<file path="config.mk">
export PLATFORM = sky130hd
export DESIGN_NAME = rowcopy_seq
export DESIGN_NICKNAME = d
export VERILOG_FILES = /design/src/rtl/rowcopy_pkg.sv /design/src/rtl/rowcopy_gap_timer.sv /design/src/rtl/rowcopy_hop_walker.sv /design/src/rtl/rowcopy_seq.sv
export SDC_FILE = /design/constraint.sdc
export NUM_CORES = 1
export LEC_CHECK = 0
export BUFFER_PORTS_ARGS = -buffer_cell sky130_fd_sc_hd__buf_2
export CAP_MARGIN = 25
export CORE_MARGIN = 10
export CORE_UTILIZATION = 57
export DETAILED_ROUTE_END_ITERATION = 12
export GPL_ROUTABILITY_DRIVEN = 0
export PLACE_DENSITY = 0.9
export SLEW_MARGIN = 40
export SYNTH_ARGS = -nofsm -noshare
export SYNTH_HDL_FRONTEND = slang
export SYNTH_SLANG_ARGS = --single-unit
</file>
<file path="constraint.sdc">
create_clock -name clk -period 5.3 [get_ports clk]
set_input_delay 0.53 -clock clk [delete_from_list [all_inputs] [get_ports clk]]
set_output_delay 0.53 -clock clk [all_outputs]
set_load 0.03 [all_outputs]
</file>
<file path="src/rtl/rowcopy_pkg.sv">
package rowcopy_pkg;

   // Command codes on the bank command bus
   typedef enum logic [1:0] {
      OP_ACT  = 2'd0,
      OP_MOVE = 2'd1,
      OP_PRE  = 2'd2
   } row_op_e;

   // Steps of one copy after the source activate
   typedef enum logic [2:0] {
      PH_HOP_PRE = 3'd0,
      PH_MOVE    = 3'd1,
      PH_ACT_DST = 3'd2,
      PH_CLOSE   = 3'd3,
      PH_END     = 3'd4
   } copy_phase_e;

endpackage

</file>
<file path="src/rtl/rowcopy_gap_timer.sv">
module rowcopy_gap_timer #(
   parameter int CNT_W = 8
) (
   input  logic             clk,
   input  logic             rst_n,
   input  logic             load,
   input  logic [CNT_W-1:0] span,
   output logic             expired
);

   logic [CNT_W-1:0] cnt_q;

   always_ff @(posedge clk) begin
      if (!rst_n) begin
         cnt_q <= '0;
      end else if (load) begin
         cnt_q <= (span == '0) ? '0 : span - 1'b1;
      end else if (cnt_q != '0) begin
         cnt_q <= cnt_q - 1'b1;
      end
   end

   assign expired = (cnt_q == '0);


   count_step_chk: assert property (@(posedge clk) disable iff (!rst_n)
      (!load && cnt_q != '0) |=> (cnt_q == $past(cnt_q) - 1'b1));


   load_span_chk: assert property (@(posedge clk) disable iff (!rst_n)
      (load && span > 1) |=> !expired);

endmodule

</file>
<file path="src/rtl/rowcopy_hop_walker.sv">
module rowcopy_hop_walker #(
   parameter int SUB_W = 3
) (
   input  logic [SUB_W-1:0] cur,
   input  logic [SUB_W-1:0] target,
   input  logic             up,
   output logic [SUB_W-1:0] step,
   output logic             at_target
);

   always_comb begin
      step      = up ? cur + 1'b1 : cur - 1'b1;
      at_target = (cur == target);
   end

endmodule

</file>
<file path="src/rtl/rowcopy_seq.sv">
module rowcopy_seq
   import rowcopy_pkg::*;
#(
   parameter int NUM_SUBARRAYS = 8,
   parameter int ROWS_PER_SUB  = 512,
   parameter int CNT_W         = 8,
   localparam int SUB_W        = $clog2(NUM_SUBARRAYS),
   localparam int ROW_W        = $clog2(ROWS_PER_SUB)
) (
   input  logic             clk,
   input  logic             rst_n,
   input  logic             req_valid,
   output logic             req_ready,
   input  logic [SUB_W-1:0] req_src_sub,
   input  logic [ROW_W-1:0] req_src_row,
   input  logic [SUB_W-1:0] req_dst_sub,
   input  logic [ROW_W-1:0] req_dst_row,
   input  logic [CNT_W-1:0] t_act,
   input  logic [CNT_W-1:0] t_pre,
   input  logic [CNT_W-1:0] t_hop,
   output logic             cmd_valid,
   output logic [1:0]       cmd_op,
   output logic [SUB_W-1:0] cmd_sub,
   output logic [ROW_W-1:0] cmd_row,
   output logic             cmd_dir,
   output logic             busy,
   output logic             done,
   output logic             err
);

   generate
      if (NUM_SUBARRAYS < 2) begin : g_bad_subs
         $error("rowcopy_seq needs at least two subarrays");
      end
      if (ROWS_PER_SUB < 2) begin : g_bad_rows
         $error("rowcopy_seq needs at least two rows per subarray");
      end
      if (CNT_W < 1) begin : g_bad_cnt
         $error("rowcopy_seq span counter width must be positive");
      end
   endgenerate

   // Copy context
   logic             busy_q, done_q, err_q, up_q;
   copy_phase_e      phase_q, phase_n;
   logic [SUB_W-1:0] cur_q, cur_n, src_q, dst_q;
   logic [ROW_W-1:0] drow_q;

   // Registered command bus
   logic             cv_q, dir_q;
   row_op_e          op_q;
   logic [SUB_W-1:0] sub_q;
   logic [ROW_W-1:0] row_q;

   // Next-command decode
   logic             emit, fin, start, refuse;
   row_op_e          e_op;
   logic [SUB_W-1:0] e_sub;
   logic [ROW_W-1:0] e_row;
   logic             e_dir;
   logic [CNT_W-1:0] e_span;

   logic             tmr_expired;
   logic [SUB_W-1:0] step_sub;
   logic             at_dst;

   rowcopy_gap_timer #(.CNT_W(CNT_W)) i_timer (
      .clk     (clk),
      .rst_n   (rst_n),
      .load    (emit),
      .span    (e_span),
      .expired (tmr_expired)
   );

   rowcopy_hop_walker #(.SUB_W(SUB_W)) i_walker (
      .cur       (cur_q),
      .target    (dst_q),
      .up        (up_q),
      .step      (step_sub),
      .at_target (at_dst)
   );

   assign start  = !busy_q && req_valid && (req_src_sub != req_dst_sub);
   assign refuse = !busy_q && req_valid && (req_src_sub == req_dst_sub);

   always_comb begin
      emit    = 1'b0;
      fin     = 1'b0;
      e_op    = OP_ACT;
      e_sub   = '0;
      e_row   = '0;
      e_dir   = 1'b0;
      e_span  = '0;
      phase_n = phase_q;
      cur_n   = cur_q;
      if (!busy_q) begin
         if (start) begin
            emit    = 1'b1;
            e_op    = OP_ACT;
            e_sub   = req_src_sub;
            e_row   = req_src_row;
            e_span  = t_act;
            phase_n = PH_HOP_PRE;
            cur_n   = req_src_sub;
         end
      end else if (tmr_expired) begin
         case (phase_q)
            PH_HOP_PRE: begin
               emit    = 1'b1;
               e_op    = OP_PRE;
               e_sub   = step_sub;
               e_span  = t_pre;
               cur_n   = step_sub;
               phase_n = PH_MOVE;
            end
            PH_MOVE: begin
               emit    = 1'b1;
               e_op    = OP_MOVE;
               e_sub   = cur_q;
               e_dir   = up_q;
               e_span  = t_hop;
               phase_n = at_dst ? PH_ACT_DST : PH_HOP_PRE;
            end
            PH_ACT_DST: begin
               emit    = 1'b1;
               e_op    = OP_ACT;
               e_sub   = dst_q;
               e_row   = drow_q;
               e_span  = t_act;
               cur_n   = src_q;
               phase_n = PH_CLOSE;
            end
            PH_CLOSE: begin
               emit    = 1'b1;
               e_op    = OP_PRE;
               e_sub   = cur_q;
               e_span  = t_pre;
               if (at_dst) begin
                  phase_n = PH_END;
               end else begin
                  cur_n = step_sub;
               end
            end
            PH_END: begin
               fin = 1'b1;
            end
            default: begin
               fin = 1'b1;
            end
         endcase
      end
   end

   always_ff @(posedge clk) begin
      if (!rst_n) begin
         busy_q  <= 1'b0;
         done_q  <= 1'b0;
         err_q   <= 1'b0;
         up_q    <= 1'b0;
         phase_q <= PH_END;
         cur_q   <= '0;
         src_q   <= '0;
         dst_q   <= '0;
         drow_q  <= '0;
         cv_q    <= 1'b0;
         op_q    <= OP_ACT;
         sub_q   <= '0;
         row_q   <= '0;
         dir_q   <= 1'b0;
      end else begin
         cv_q    <= emit;
         op_q    <= e_op;
         sub_q   <= e_sub;
         row_q   <= e_row;
         dir_q   <= e_dir;
         done_q  <= fin;
         err_q   <= refuse;
         phase_q <= phase_n;
         cur_q   <= cur_n;
         if (start) begin
            busy_q <= 1'b1;
            src_q  <= req_src_sub;
            dst_q  <= req_dst_sub;
            drow_q <= req_dst_row;
            up_q   <= (req_dst_sub > req_src_sub);
         end else if (fin) begin
            busy_q <= 1'b0;
         end
      end
   end

   assign req_ready = !busy_q;
   assign busy      = busy_q;
   assign done      = done_q;
   assign err       = err_q;
   assign cmd_valid = cv_q;
   assign cmd_op    = op_q;
   assign cmd_sub   = sub_q;
   assign cmd_row   = row_q;
   assign cmd_dir   = dir_q;


   start_act_chk: assert property (@(posedge clk) disable iff (!rst_n)
      $rose(busy_q) |-> (cv_q && op_q == OP_ACT && sub_q == src_q));


   cmd_busy_chk: assert property (@(posedge clk) disable iff (!rst_n)
      cv_q |-> busy_q);


   err_quiet_chk: assert property (@(posedge clk) disable iff (!rst_n)
      err_q |-> (!busy_q && !cv_q));


   done_pulse_chk: assert property (@(posedge clk) disable iff (!rst_n)
      done_q |=> !done_q);


   done_idle_chk: assert property (@(posedge clk) disable iff (!rst_n)
      done_q |-> (!busy_q && !cv_q && $past(busy_q)));


   move_adjacent_chk: assert property (@(posedge clk) disable iff (!rst_n)
      (cv_q && op_q == OP_MOVE) |-> (sub_q != src_q));


   quiet_bus_chk: assert property (@(posedge clk) disable iff (!rst_n)
      !cv_q |-> (op_q == OP_ACT && sub_q == '0 && row_q == '0 && !dir_q));

endmodule

</file>
# ---- Yosys cells after proc, flatten, opt, wreduce, memory -nomap -nowiden
# Index checks and enable logic that the tools add are counted.
dict set report classes {
  addsub 4
  magnitude_cmp 1
  eq_ne 11
  mux 37
  n_reduce_logical 18
}
# op n
set op_table {}
lappend op_table {{8-bit 2-to-1 mux} 6}
lappend op_table {{3-bit 2-to-1 mux} 12}
lappend op_table {{9-bit 2-to-1 mux} 4}
lappend op_table {{8-bit one-hot mux with 3 select lines} 1}
lappend op_table {{3-bit one-hot mux with 3 select lines} 2}
lappend op_table {{8-bit zero test} 2}
lappend op_table {{8-bit by 1-bit subtractor with 8-bit output (second input constant)} 2}
lappend op_table {{3-bit one-hot mux with 4 select lines} 1}
lappend op_table {{4-bit AND reduction} 3}
lappend op_table {{1-bit 2-to-1 mux} 9}
lappend op_table {{8-bit nonzero test} 1}
lappend op_table {{3-bit by 2-bit equality test with 1-bit output (second input constant)} 2}
lappend op_table {{3-bit equality test} 2}
lappend op_table {{3-bit inequality test (second input constant)} 2}
lappend op_table {{2-bit nonzero test} 3}
lappend op_table {{5-bit by 1-bit inequality test with 1-bit output (second input constant)} 1}
lappend op_table {{4-bit by 1-bit inequality test with 1-bit output (second input constant)} 1}
lappend op_table {{2-bit one-hot mux with 2 select lines} 1}
lappend op_table {{2-bit OR reduction} 2}
lappend op_table {{4-bit OR reduction} 1}
lappend op_table {{3-bit by 1-bit adder with 3-bit output (second input constant)} 1}
lappend op_table {{3-bit by 1-bit equality test with 1-bit output (second input constant)} 1}
lappend op_table {{3-bit > comparator} 1}
lappend op_table {{1-bit logical AND} 3}
lappend op_table {{other kinds (7)} 7}
dict set report totals {
  reg_bits 49
  input_bits 51
  word_cells 86
}

# ---- Depth between registers and ports, before layout
dict set report depth {
  ltp_word 8
  depth_mapped 13
  ltp_nobuf 12
}

# ---- Hierarchy
# A second synthesis with hierarchy kept.
dict set report hier_totals {
  cells_unflattened 302
  hier_area_um2 2663.8
}
# mod instances cells_per_inst area_each_um2 seq_area_each_um2
set by_module_without_submodules {}
lappend by_module_without_submodules {rowcopy_seq 1 223 1961.9 820.8}
lappend by_module_without_submodules {rowcopy_gap_timer 1 70 625.6 160.2}
lappend by_module_without_submodules {rowcopy_hop_walker 1 9 76.3 0.0}

# ---- Worst setup path after synthesis
# No wires, ideal clock.
dict set report synth_timing {
  path_kind {input port to flip-flop}
  from {input req_src_sub[2]}
  to {register i_timer.cnt_q[6]}
  setup_ns 0.125
  arrival_time_ns 2.574
  required_time_ns 5.175
  path_slack_ns 2.601
  cell_stages 13
  path_cell_list {inv_1 -> ha_1 -> nand3_1 -> and2_1 -> clkbuf_1 -> a22o_1 -> inv_1 -> ha_1 -> inv_1 -> nor3_4 -> or3b_1 -> xor2_1 -> o22ai_2}
}
dict set report synth_between {
  elab_chain_len 7
}
# item line_no
set synth_lines {}
lappend synth_lines {{start, declared} rowcopy_seq.sv:14} ;# input logic [SUB_W-1:0] req_src_sub,
lappend synth_lines {{3-bit inequality test (*)} rowcopy_seq.sv:83} ;# assign start = !busy_q && req_valid && (req_src_sub != req_dst_sub);
lappend synth_lines {{1-bit logical AND (*)} rowcopy_seq.sv:83}
lappend synth_lines {{8-bit 2-to-1 mux} rowcopy_seq.sv:97} ;# if (start) begin
lappend synth_lines {{8-bit 2-to-1 mux} rowcopy_seq.sv:96} ;# if (!busy_q) begin
lappend synth_lines {{8-bit by 1-bit subtractor with 8-bit output or 8-bit zero test (tied branches)} rowcopy_gap_timer.sv:17} ;# cnt_q <= (span == '0) ? '0 : span - 1'b1;
lappend synth_lines {{8-bit 2-to-1 mux} rowcopy_gap_timer.sv:17}
lappend synth_lines {{8-bit 2-to-1 mux} rowcopy_gap_timer.sv:16} ;# end else if (load) begin
lappend synth_lines {{end signal, assigned} rowcopy_gap_timer.sv:17}
lappend synth_lines {{end signal, assigned} rowcopy_gap_timer.sv:19} ;# cnt_q <= cnt_q - 1'b1;
lappend synth_lines {{end, declared} rowcopy_gap_timer.sv:11} ;# logic [CNT_W-1:0] cnt_q;
# Every way passes the cells marked *; elsewhere a longest branch is shown, timed or not.
# A chain may end at the register's enable or synchronous reset.

# ---- Worst setup path in the final report
dict set report layout_timing {
  from {register i_timer.cnt_q[0]}
  to {register i_timer.cnt_q[6]}
}
dict set report layout_between {
  elab_chain_len 6
}
# item line_no
set layout_lines {}
lappend layout_lines {{8-bit zero test} rowcopy_gap_timer.sv:23} ;# assign expired = (cnt_q == '0);
lappend layout_lines {{8-bit 2-to-1 mux} rowcopy_seq.sv:106} ;# end else if (tmr_expired) begin
lappend layout_lines {{8-bit 2-to-1 mux} rowcopy_seq.sv:96}
lappend layout_lines {{8-bit by 1-bit subtractor with 8-bit output or 8-bit zero test (tied branches)} rowcopy_gap_timer.sv:17}
lappend layout_lines {{8-bit 2-to-1 mux} rowcopy_gap_timer.sv:17}
lappend layout_lines {{8-bit 2-to-1 mux} rowcopy_gap_timer.sv:16}
# Parallel ways exist; a longest one is shown, timed or not. The select of a mux whose other input is x is not followed.

==> metrics <==
register area approximately 980 µm²; logic gate share of total power 39.6%; status finished, final reports clean; total number of vias 2575; ratio of cells with drive above 1 in the final layout 24.4%; die span in x slightly below 90 µm; core area 0.00444 mm²; Switching Share 38.9%; Syn Area/Cell between 8 and 9 µm²; crit end category flip-flop; Synth Register Bits 49; Setup TNS 0 ns; RSZ-0062 raised after global routing no; ANT cells 0; critical path class reg2reg; clk root buf clkbuf_8; Max stage delay on crit path 0.43 ns; register area share after synthesis 37.0%; DIE AREA 0.00779 mm²; most used cell along the critical path inv_1; Syn. warnings 0; CTS tree built; Max clock buf depth 2; maxcap violations 0; WP data required 5.51 ns; Final setup violation count 0; Rel. slew slack 50.0%; violation count after the first detailed-route iteration 154; Layout Area Growth over Synthesis 17.0%; Synth Flop Type dfxtp_1; Final ANT Viol Nets 0; Final period util 55.3%; Fillers 365; Async SR Flop Fraction 0%; Max Fclk 341 MHz; worst-case reg-to-reg path depth 12; depth of the CTS H-tree 2; Final Hold Violating Endpoints 0; Die Y 88.2 µm; CP cell instances inv_1, ha_1, and4bb_4, and3_1, a22o_1, inv_1, ha_1, inv_1, nor3_4, or3b_1, xor2_1, o22ai_2; syn_nets between 300 and 400; Hold Path Stages 2; max-slew violation count 0; Net Sw Power 0.000488 W; total stage count of the critical path 12; HP Class in2reg; Final Critical Period 2.93 ns; largest net degree at the start of global routing 30; internal power 0.000767 W; grt ovf 0; IO buf count 70; Clock Skew roughly 0.011 ns; initial antenna violation count 0; Num CTS Buffers 5; Clock transition at path regs 0.09 ns; CP startpoint kind flip-flop; hold slack about 0.43 ns; vias per cell 5.95; Pwr Density 404 mW/mm²; area of the multi-input gates about 0.0015 mm²; first-pass GRT wire length 11400 µm; DP Wirelength around 5400 µm; clock sinks a little under 50; wire length per cell 16.9 µm; Peak VDD IR around 260 µV; slowest CP cell dfxtp_1; Worst EP arrival 3.14 ns; Worst-Skew Late Latency 0.31 ns; Mapped Area 0.00265 mm²; Total GRT Usage 18.2%; Rows 24; initial core utilization 59.7%; number of enable flip-flop cells after synthesis 0; # IOs 71; Seq pwr share 38.6%; Slew @ Worst Pin between 0.7 and 0.8 ns; total wire length 7310 µm; CP delay by family, top simple AND/OR/NAND/NOR gates; drt pass-1 iters 5; crit-path max FO 10; cts repair resizes 0; Leak 1.39 nW; Worst Path Buf+Inv 3; Setup Fix Bufs, Post-CTS 0; nets 438; Syn Inst Count between 300 and 400; clock group share of total power 21.8%; CTS Hold Bufs 0; # DRC 0; vias in the first global route 2505; Netlist cell types 50
-- power groups by stage --
stage                     registers (W)  logic, W  clock network [W]
final                          0.000485  0.000497           0.000274
after global routing           0.000491  0.000548           0.000287
after CTS                      0.000483  0.000489           0.000272
after detailed placement       0.000490  0.000475                  0
after global placement         0.000487  0.000463                  0
after floorplan                0.000491  0.000361                  0
-- final timing paths --
check                           slack (ns)                       endpoint                     startpoint
worst max-delay path                  2.37  i_timer.cnt_q[6]$_SDFFE_PN0P_  i_timer.cnt_q[0]$_SDFFE_PN0P_
worst min-delay path                  0.43          cmd_row[2]$_SDFF_PN0_                 req_src_row[2]
worst min register to register        0.46         drow_q[0]$_SDFFE_PN0N_         drow_q[0]$_SDFFE_PN0N_
worst max register to register        2.37  i_timer.cnt_q[6]$_SDFFE_PN0P_  i_timer.cnt_q[0]$_SDFFE_PN0P_
-- layer usage --
| metal | global-route usage, % | wire length, µm |
|---|---|---|
| met1 | 20.0 | 2810 |
| met2 | 32.7 | 3780 |
| met3 | 5.42 | 577 |
| met4 | 6.31 | 150 |
| met5 | 0 | 0 |
-- metrics by stage --
stage | area, µm² | worst slack (ns) | std cells | utilization [%] | total power (W)
after floorplan | 2650 | 2.60 | 319 | - | 0.000852
after global placement | 2990 | 2.17 | 425 | 67.3 | 0.000950
after detailed placement | 2990 | 2.00 | 425 | 67.3 | 0.000966
after CTS | 3100 | 2.31 | 433 | 69.8 | 0.00124
after global routing | 3110 | 2.17 | 433 | 69.9 | 0.00133
final | 3110 | 2.37 | 433 | 69.9 | 0.00126
-- synth_stat cells (all sizes together) (4+ instances only) --
library cell | n | area share, %
buf | 6 | 1.6
nor4 | 5 | 2.3
a21oi | 31 | 5.8
and3 | 4 | 0.94
nor3 | 6 | 1.6
nand3 | 4 | 0.75
o21ai | 11 | 2.1
xor2 | 11 | 3.6
clkbuf | 10 | 1.4
nor2 | 26 | 3.7
inv | 17 | 2.4
ha | 6 | 2.8
xnor2 | 4 | 1.3
nand2 | 55 | 7.8
mux2i | 13 | 4.9
mux2 | 4 | 1.7
a22o | 12 | 4.0
dfxtp | 49 | 37
a22oi | 8 | 2.3
-- cell usage in the layout, fill, tap and decap left out, types with 5 or more instances in the layout --
cell type / instances
buf_2: 70
nand2_1: 55
dfxtp_1: 48
a21oi_1: 31
nor2_1: 26
inv_1: 16
mux2i_1: 13
a22o_1: 12
xor2_1: 11
o21ai_0: 9
a22oi_1: 8
ha_1: 6
nor3_1: 5
clkbuf_8: 5
-- final cells by class --
cell class	count	area share [%]
tap	52	2.10
clock buffer	5	2.22
timing repair buffer	70	11.3
clock inverter	3	1.41
inverter	17	2.05
sequential	49	31.6
multi-input combinational	237	49.3
-- kinds of logic after synthesis --
| family | share of synthesized area [%] |
|---|---|
| flip-flops | 37.0 |
| AND/OR/NAND/NOR | 21.7 |
| buffers and inverters | 5.37 |
| XOR/XNOR | 4.95 |
| adder cells (fa/ha/maj) | 3.58 |
| multiplexers | 6.60 |
| AO/OA/AOI/OAI | 20.8 |
-- registers in the layout (all words and copies together) (netlist names), 2 cells and up --
name and count:
cmd_op 2, cmd_row 9, cmd_sub 3, cur_q 3, drow_q 9, dst_q 3
i_timer.cnt_q 8, phase_q 3, src_q 3
Power figures use the tool's default switching activity.
